<file path="src/rtl/scroll_pkg.sv">
package scroll_pkg;
  localparam int ADDR_W = 15;
  typedef logic [ADDR_W-1:0] saddr_t;

  // coarse X step: wraps 31 -> 0 and flips horizontal nametable bit
  function automatic saddr_t step_cx(input saddr_t a);
    saddr_t r;
    r = a;
    if (a[4:0] == 5'd31) begin
      r[4:0] = 5'd0;
      r[10]  = ~a[10];
    end else begin
      r[4:0] = a[4:0] + 5'd1;
    end
    return r;
  endfunction

  // vertical step: fine Y, then coarse Y with 29/31 wrap rules
  function automatic saddr_t step_y(input saddr_t a);
    saddr_t r;
    r = a;
    if (a[14:12] != 3'd7) begin
      r[14:12] = a[14:12] + 3'd1;
    end else begin
      r[14:12] = 3'd0;
      if (a[9:5] == 5'd29) begin
        r[9:5] = 5'd0;
        r[11]  = ~a[11];
      end else if (a[9:5] == 5'd31) begin
        r[9:5] = 5'd0;
      end else begin
        r[9:5] = a[9:5] + 5'd1;
      end
    end
    return r;
  endfunction
endpackage

</file>
<file path="src/rtl/scroll_tregs.sv">
module scroll_tregs
  import scroll_pkg::*;
(
  input  logic       clk,
  input  logic       rst_n,
  input  logic       wr_ctrl,
  input  logic       wr_scroll,
  input  logic       wr_addr,
  input  logic       rd_status,
  input  logic [7:0] wdata,
  output saddr_t     t_q,
  output saddr_t     t_nx,
  output logic [2:0] fx_q,
  output logic       tog_q,
  output logic       step32_q,
  output logic       addr_copy
);
  logic [2:0] fx_nx;
  logic       tog_nx;
  logic       step32_nx;

  always_comb begin
    t_nx      = t_q;
    fx_nx     = fx_q;
    tog_nx    = tog_q;
    step32_nx = step32_q;
    if (wr_ctrl) begin
      t_nx[11:10] = wdata[1:0];
      step32_nx   = wdata[2];
    end
    if (wr_scroll) begin
      if (!tog_q) begin
        t_nx[4:0] = wdata[7:3];
        fx_nx     = wdata[2:0];
      end else begin
        t_nx[14:12] = wdata[2:0];
        t_nx[9:5]   = wdata[7:3];
      end
      tog_nx = ~tog_q;
    end
    if (wr_addr) begin
      if (!tog_q) begin
        t_nx[14]   = 1'b0;
        t_nx[13:8] = wdata[5:0];
      end else begin
        t_nx[7:0] = wdata;
      end
      tog_nx = ~tog_q;
    end
    if (rd_status) tog_nx = 1'b0;
  end

  assign addr_copy = wr_addr & tog_q;

  always_ff @(posedge clk or negedge rst_n) begin
    if (!rst_n) begin
      t_q      <= '0;
      fx_q     <= '0;
      tog_q    <= 1'b0;
      step32_q <= 1'b0;
    end else begin
      t_q      <= t_nx;
      fx_q     <= fx_nx;
      tog_q    <= tog_nx;
      step32_q <= step32_nx;
    end
  end
endmodule

</file>
<file path="src/rtl/scroll_timing.sv">
module scroll_timing #(
  parameter int DOT_W      = 9,
  parameter int LINE_W     = 9,
  parameter int VIS_LINES  = 240,
  parameter int PRE_LINE   = 261,
  parameter int X_FIRST    = 8,
  parameter int X_LAST     = 256,
  parameter int PREF_A     = 328,
  parameter int PREF_B     = 336,
  parameter int Y_DOT      = 256,
  parameter int HREL_DOT   = 257,
  parameter int VREL_FIRST = 280,
  parameter int VREL_LAST  = 304
) (
  input  logic              render_en,
  input  logic [LINE_W-1:0] line,
  input  logic [DOT_W-1:0]  dot,
  input  logic              data_acc,
  output logic              ev_incx,
  output logic              ev_incy,
  output logic              ev_hrel,
  output logic              ev_vrel,
  output logic              ev_step
);
  localparam logic [LINE_W-1:0] L_VIS = LINE_W'(VIS_LINES);
  localparam logic [LINE_W-1:0] L_PRE = LINE_W'(PRE_LINE);
  localparam logic [DOT_W-1:0]  D_XF  = DOT_W'(X_FIRST);
  localparam logic [DOT_W-1:0]  D_XL  = DOT_W'(X_LAST);
  localparam logic [DOT_W-1:0]  D_PA  = DOT_W'(PREF_A);
  localparam logic [DOT_W-1:0]  D_PB  = DOT_W'(PREF_B);
  localparam logic [DOT_W-1:0]  D_Y   = DOT_W'(Y_DOT);
  localparam logic [DOT_W-1:0]  D_H   = DOT_W'(HREL_DOT);
  localparam logic [DOT_W-1:0]  D_VF  = DOT_W'(VREL_FIRST);
  localparam logic [DOT_W-1:0]  D_VL  = DOT_W'(VREL_LAST);

  logic is_pre, active, x_dot;

  always_comb begin
    is_pre  = (line == L_PRE);
    active  = render_en && ((line < L_VIS) || is_pre);
    x_dot   = ((dot >= D_XF) && (dot <= D_XL) && (dot[2:0] == 3'd0)) ||
              (dot == D_PA) || (dot == D_PB);
    ev_incx = active && (x_dot || data_acc);
    ev_incy = active && ((dot == D_Y) || data_acc);
    ev_hrel = active && (dot == D_H);
    ev_vrel = active && is_pre && (dot >= D_VF) && (dot <= D_VL);
    ev_step = data_acc && !active;
  end
endmodule

</file>
<file path="src/rtl/scroll_vpath.sv">
module scroll_vpath
  import scroll_pkg::*;
#(
  parameter logic [7:0] EARLY_VAL = 8'h20
) (
  input  logic   clk,
  input  logic   rst_n,
  input  logic   ev_incx,
  input  logic   ev_incy,
  input  logic   ev_hrel,
  input  logic   ev_vrel,
  input  logic   ev_step,
  input  logic   addr_copy,
  input  logic   step32,
  input  logic   early_hit,
  input  saddr_t t_q,
  input  saddr_t t_nx,
  output saddr_t v_q
);
  saddr_t v_inc, v_rel, t_src, v_nx;
  logic   any_inc, any_rel;

  always_comb begin
    v_inc = v_q;
    if (ev_incx) v_inc = step_cx(v_inc);
    if (ev_incy) v_inc = step_y(v_inc);
    if (ev_step) v_inc = v_q + (step32 ? 15'd32 : 15'd1);
    any_inc = ev_incx | ev_incy | ev_step;

    t_src = t_q;
    if (early_hit) t_src[10] = EARLY_VAL[0];

    v_rel = v_q;
    if (ev_hrel) begin
      v_rel[4:0] = t_src[4:0];
      v_rel[10]  = t_src[10];
    end
    if (ev_vrel) begin
      v_rel[14:11] = t_src[14:11];
      v_rel[9:5]   = t_src[9:5];
    end
    if (addr_copy) v_rel = t_nx;
    any_rel = ev_hrel | ev_vrel | addr_copy;

    if (any_inc && any_rel) v_nx = v_inc & v_rel;
    else if (any_rel)       v_nx = v_rel;
    else if (any_inc)       v_nx = v_inc;
    else                    v_nx = v_q;
  end

  always_ff @(posedge clk or negedge rst_n) begin
    if (!rst_n) v_q <= '0;
    else        v_q <= v_nx;
  end
endmodule

</file>
<file path="src/rtl/scroll_addr_unit.sv">
module scroll_addr_unit
  import scroll_pkg::*;
#(
  parameter int         DOT_W     = 9,
  parameter int         LINE_W    = 9,
  parameter int         VIS_LINES = 240,
  parameter int         PRE_LINE  = 261,
  parameter logic [7:0] EARLY_VAL = 8'h20
) (
  input  logic              clk,
  input  logic              rst_n,
  input  logic              render_en,
  input  logic [LINE_W-1:0] line,
  input  logic [DOT_W-1:0]  dot,
  input  logic              wr_ctrl,
  input  logic              wr_scroll,
  input  logic              wr_addr,
  input  logic              rd_status,
  input  logic [7:0]        wdata,
  input  logic              data_acc,
  input  logic              early_ctrl,
  output logic [14:0]       vaddr,
  output logic [14:0]       taddr,
  output logic [2:0]        fine_x,
  output logic              wtog
);
  logic   rst_s1, rst_s2;
  saddr_t t_q, t_nx, v_q;
  logic   step32, addr_copy;
  logic   ev_incx, ev_incy, ev_hrel, ev_vrel, ev_step, early_hit;

  // asynchronous assert, synchronous release
  always_ff @(posedge clk or negedge rst_n) begin
    if (!rst_n) begin
      rst_s1 <= 1'b0;
      rst_s2 <= 1'b0;
    end else begin
      rst_s1 <= 1'b1;
      rst_s2 <= rst_s1;
    end
  end

  scroll_tregs u_tregs (
    .clk(clk), .rst_n(rst_s2), .wr_ctrl(wr_ctrl), .wr_scroll(wr_scroll),
    .wr_addr(wr_addr), .rd_status(rd_status), .wdata(wdata),
    .t_q(t_q), .t_nx(t_nx), .fx_q(fine_x), .tog_q(wtog),
    .step32_q(step32), .addr_copy(addr_copy)
  );

  scroll_timing #(
    .DOT_W(DOT_W), .LINE_W(LINE_W), .VIS_LINES(VIS_LINES), .PRE_LINE(PRE_LINE)
  ) u_timing (
    .render_en(render_en), .line(line), .dot(dot), .data_acc(data_acc),
    .ev_incx(ev_incx), .ev_incy(ev_incy), .ev_hrel(ev_hrel),
    .ev_vrel(ev_vrel), .ev_step(ev_step)
  );

  assign early_hit = wr_ctrl & early_ctrl & ev_hrel;

  scroll_vpath #(.EARLY_VAL(EARLY_VAL)) u_vpath (
    .clk(clk), .rst_n(rst_s2), .ev_incx(ev_incx), .ev_incy(ev_incy),
    .ev_hrel(ev_hrel), .ev_vrel(ev_vrel), .ev_step(ev_step),
    .addr_copy(addr_copy), .step32(step32), .early_hit(early_hit),
    .t_q(t_q), .t_nx(t_nx), .v_q(v_q)
  );

  assign vaddr = v_q;
  assign taddr = t_q;
endmodule

</file>
<file path="config.mk">
export PLATFORM = sky130hd
export DESIGN_NAME = scroll_addr_unit
export DESIGN_NICKNAME = d
export VERILOG_FILES = /design/src/rtl/scroll_pkg.sv /design/src/rtl/scroll_tregs.sv /design/src/rtl/scroll_timing.sv /design/src/rtl/scroll_vpath.sv /design/src/rtl/scroll_addr_unit.sv
export SDC_FILE = /design/constraint.sdc
export NUM_CORES = 1
export LEC_CHECK = 0
export BUFFER_PORTS_ARGS = -buffer_cell sky130_fd_sc_hd__buf_2
export CAP_MARGIN = 15
export CORE_MARGIN = 1.5
export CORE_UTILIZATION = 55
export DETAILED_ROUTE_END_ITERATION = 12
export PLACE_DENSITY_LB_ADDON = 0.25
export SYNTH_ARGS = -nofsm -noshare
export SYNTH_HDL_FRONTEND = slang
export SYNTH_SLANG_ARGS = --single-unit
</file>
<file path="constraint.sdc">
create_clock -name clk -period 1.3 [get_ports clk]
set_input_delay 0.195 -clock clk [delete_from_list [all_inputs] [get_ports clk]]
set_output_delay 0.195 -clock clk [all_outputs]
set_load 0.01 [all_outputs]
</file>
==> key figures, run 1 <==
Status
  – Status: did not finish
  – Fail Step: global routing
  – Error msg: [ERROR GRT-0232] Routing congestion too high. Check the congestion heatmap in the GUI.

Logic synthesis
  – Synthesized Nets: 393
  – YS warnings: 0
  – Synth top cells by count: dfrtp_1 (37), nand2_1 (33), o21ai_0 (28)
  – Count leader, synth: dfrtp_1
  – Mapped Cells: 348
  – Seq/Total Area, Yosys: 0.3042
  – Post-synth EDFFs: 0
  – Synth area leaders: dfrtp_1 (30%), o21ai_0 (4.6%), ha_1 (4.1%), nand2_1 (4.1%), mux2_2 (3.3%)
  – Synthesis-stage register bit count: 37
  – Avg Inst Size Synth: 8.748 um^2
  – Post-synth top area cell: dfrtp_1
  – Dominant synthesized flop cell: dfrtp_1
  – Mapped cell area: 0.003044 mm^2
  – Unique cell type count in the Yosys netlist: 79
  – Async S/R FF share, synth: 1.000
  – Top cell type's share of synthesized area: 0.3042

CTS
  – Num Clock Sinks: 37
  – Root Buffer: clkbuf_8
  – Maximum clock path buffer count: 2
  – CTS buffer count: 5
  – H-tree lvl count: 2

Die
  – Total I/O pin count: 69
  – Starting Density: 0.5849
  – Die Y: 77.40 um
  – Die Width: 77.40 um
  – # rows: 26

Placement
  – Port-buffer cells: 68
  – Gpl congestion: 0.9618
  – Final HPWL DP: 8111 um

STA
  – Worst endpoint type: sequential cell input
  – GRT worst endpoint: u_vpath.v_q[13]$_DFFE_PN0P_/D

Global route
  – Total gr overflow: 452
  – Largest net degree at the start of global routing: 36
  – Total Routing Usage GR: 0.9799
[layer usage]
metal  global-route usage  GRT overflow
met4                1.102           130
met5               0.3091             0
met1               0.9079             2
met2                1.242           317
met3               0.7494             3
[through the flow]
step / setup slack (ns) / area (um^2) / utilization / instances / setup TNS [ns]
after floorplan: -0.6144 / 3131 / - / 348 / -8.068
after global placement: -0.8482 / 4239 / 0.8144 / 568 / -11.46
after detailed placement: -0.9534 / 4239 / 0.8144 / 568 / -12.55
after CTS: -0.6285 / 4798 / 0.9219 / 590 / -8.242
[kinds of logic after synthesis]
logic type,after synthesis,synth area share
and+or+nand+nor,130,0.2384
AOI/OAI and AO/OA,122,0.3050
DFF,37,0.3042
buffers and inverters,28,0.04192
muxes,17,0.05960
adders and majority gates,10,0.04110
xor gates and xnor gates,3,0.008633
other,1,0.001232
[timing repair]
action	CTS
pin swaps	29
hold endpoints to repair	2
cloned	2
hold buffers	1
resized for setup	57
setup endpoints to repair	23
setup buffers	12
==> inputs of run 2 (changes only) <==
- CORE_UTILIZATION: 55 -> 40
- PLACE_DENSITY_LB_ADDON: 0.25 -> 0.15
==> run 2 against run 1 <==
The flow now finishes, with violations (setup timing). Synthesized area unchanged. Synthesized cell count unchanged.
==> key figures, run 2 <==
Die
  – # rows: 31 (+19%)
  – Total I/O pin count: 69 (unchanged)
  – Die area: 0.008142 mm^2
  – Starting Density: 0.4175 (-0.1674)
  – Die Y: 90.24 um (+17%)
  – Area of the core: 0.007292 mm^2
  – Die Width: 90.24 um (+17%)

STA
  – Rel. slew slack: 0.6290
  – Setup violators final: 15
  – Final WS setup: -0.6466 ns
  – Tmin final: 1.947 ns
  – Fmax achieved: 0.5137 GHz
  – Setup TNS: -8.089 ns
  – Final worst path period share: 1.497
  – Clk_skew: 0.006948 ns
  – Pins Over Slew Limit: 0
  – RSZ-0062 raised after global routing: true
  – Smallest hold slack: 0.05821 ns
  – Worst slew pin tran: 0.5514 ns
  – Hold violation count in the final report: 0

Global route
  – Total Routing Usage GR: 0.2818
  – Global-route wire length before repair: 18420 um
  – Vias in the first global route: 3587
  – Initial antenna violation count: 0
  – Total gr overflow: 0
  – Largest net degree at the start of global routing: 36

CTS
  – Worst-path clk slew: 0.08 ns
  – H-tree lvl count: 2 (unchanged)
  – Num Clock Sinks: 37 (unchanged)
  – Later-pin clock latency in the skew report: 0.31 ns
  – CTS buffer count: 5 (unchanged)
  – Root Buffer: clkbuf_8
  – CTS tree: yes
  – Maximum clock path buffer count: 2 (unchanged)

Logic synthesis
  – Compound-Gate Fraction of Synth Area: 0.3050 (unchanged)
  – Async S/R FF share, synth: 1.000 (unchanged)
  – YS warnings: 0 (unchanged)
  – Synth Area in Adders: 0.04110 (unchanged)
  – Synth top cells by count: dfrtp_1 (37), nand2_1 (33), o21ai_0 (28)
  – Mux cell area share after synthesis: 0.05960 (unchanged)
  – Mapped cell area: 0.003044 mm^2 (unchanged)
  – Synthesized Nets: 393 (unchanged)
  – Avg Inst Size Synth: 8.748 um^2 (unchanged)
  – Unique cell type count in the Yosys netlist: 79 (unchanged)
  – Synthesis-stage register bit count: 37 (unchanged)
  – Dominant synthesized flop cell: dfrtp_1
  – Post-synth EDFFs: 0 (unchanged)
  – Simple-gate share of the synthesized area: 0.2384 (unchanged)
  – Synth area leaders: dfrtp_1 (30%), o21ai_0 (4.6%), ha_1 (4.1%), nand2_1 (4.1%), mux2_2 (3.3%)
  – Mapped Cells: 348 (unchanged)
  – Main combinational cell family by area after synthesis: compound AO/OA/AOI/OAI gates
  – Top cell type's share of synthesized area: 0.3042 (unchanged)
  – XOR/XNOR share of the synthesized area: 0.008631 (unchanged)
  – Count leader, synth: dfrtp_1
  – Post-synth top area cell: dfrtp_1
  – Seq/Total Area, Yosys: 0.3042 (unchanged)

Setup path
  – Flop-to-flop setup slack: -0.65 ns
  – Worst setup SP type: register
  – Reg2reg start: u_vpath.v_q[12]
  – R2r worst-path depth: 9
  – Setup crit end: u_vpath.v_q[9]
  – Crit path from: u_vpath.v_q[12]
  – Worst Path Arrival: 2.19 ns
  – Reg-to-Reg End: u_vpath.v_q[9]
  – Critical Path RT: 1.54 ns
  – Max FO, Critical Path: 7
  – Critical path class: reg2reg
  – CP Capture Type: register

Placement
  – Gpl congestion: 0.9520 (-1.0%)
  – Final HPWL DP: 8198 um (+1.1%)
  – Port-buffer cells: 68 (unchanged)
  – DP Cell Count: 606 (+6.7%)

Status
  – Violated checks: setup timing
  – Status: finished, violations left

Drt
  – Mean routed wirelength per cell: 17.87 um
  – Routed WL: 11280 um
  – Post-DRT Antenna Nets: 0
  – Number of DRC markers in iteration 0: 239
  – Post-route DRC: 0
  – Via/cell ratio: 5.805
  – Drt pass-1 iters: 5
  – Vias: 3663

Layout
  – Most frequent cells in the layout: buf_4 (113), buf_2 (65), nand2_1 (31), dfrtp_1 (31), o21ai_0 (22)
  – Biggest regs: u_tregs.t_q (15), u_vpath.v_q (15), u_tregs.fx_q (3)
  – Ratio of cells with drive above 1 in the final layout: 0.5489
  – Commonest non-fill, non-tap cell in the layout: buf_4
  – Antenna Cells: 0
  – Area delta synth->final: 64.41%
  – Final core utilization: 0.6863
  – Final #Nets: 576
  – Multi-input logic area: 0.002385 mm^2
  – Post-Layout Cell Count: 631
  – Fill cells: 625
  – Seq. cell area: 933.4 um^2

Worst hold path
  – Hold crit path type: in2reg

Power
  – Power density cells: 1197 mW/mm^2
  – Worst ir drop on vdd: 0.8001 mV
  – Total design power: 5.991 mW
  – Static Leakage: 2.142 nW

Job
  – Max-cap viol count: 0
[run 2: cell counts after synthesis]
No cell type changed its count.
[run 2: routing by layer]
layer	track usage	part of all wire	vias to the layer above
met5	0	0	-
met4	0.08333	0.021	0
met3	0.03384	0.061	22
met2	0.4634	0.47	157
met1	0.3870	0.45	1756
li1	-	-	1728
[run 2: area by class of cell]
type	count	share of cell area
flip-flops and latches	37	0.1865
repair buffers	196	0.2833
multi-input cells	283	0.4765
clock buffers	5	0.01375
inverters	8	0.006000
well taps	99	0.02475
clock inverters	3	0.009250
[run 2: worst min path at each step]
stage               from       endpoint  slack (ns)  cells past startpoint
2_1_floorplan      rst_n         rst_s1       -0.10                      0
4_1_cts        rd_status  u_tregs.tog_q        0.05                      2
3_5_place_dp       rst_n         rst_s1       -0.02                      1
3_3_place_gp       rst_n         rst_s1       -0.02                      1
6_report       rd_status  u_tregs.tog_q        0.06                      2
5_1_grt        rd_status  u_tregs.tog_q        0.06                      2
[run 2: critical path: stages (launching register included)]
cell,delay [ns]
dfrtp_2,0.43
ha_4,0.17
ha_4,0.16
and2_4,0.12
a41o_1,0.25
nand3_4,0.15
buf_4,0.14
a21oi_1,0.03
nor4_1,0.23
o221a_2,0.21
[run 2: report_power, final]
group | total [mW] | internal, mW | leakage [nW] | switching (mW)
Clock | 1.06 | 0.575 | 0.0543 | 0.485
Sequential | 1.70 | 1.40 | 0.424 | 0.298
Combinational | 3.23 | 1.69 | 1.66 | 1.54
[run 2: cells by family after synthesis]
logic type,after synthesis
AO/OA/AOI/OAI,122
AND/OR/NAND/NOR,130
adder cells (fa/ha/maj),10
XOR/XNOR,3
other,1
flip-flops,37
multiplexers,17
buffers and inverters,28
[run 2: through the flow]
step / instance area [um^2] / worst slack, ns
after global routing: 5005 / -0.7055
after floorplan: 3131 / -0.6144
after CTS: 4873 / -0.6268
final: 5005 / -0.6466
after global placement: 4343 / -0.8898
after detailed placement: 4343 / -0.8887
[run 2: what timing repair did]
| action | in CTS | in global routing |
|---|---|---|
| pin swaps | 25 | 18 |
| gates resized for setup | 62 | 19 |
| hold buffers | 1 | 0 |
| endpoints found under the setup margin | 23 | 18 |
| cloned | 1 | 0 |
| setup buffers | 10 | 7 |
| endpoints found under the hold margin | 2 | 0 |
Note: power is estimated with default switching activity, not from simulation.
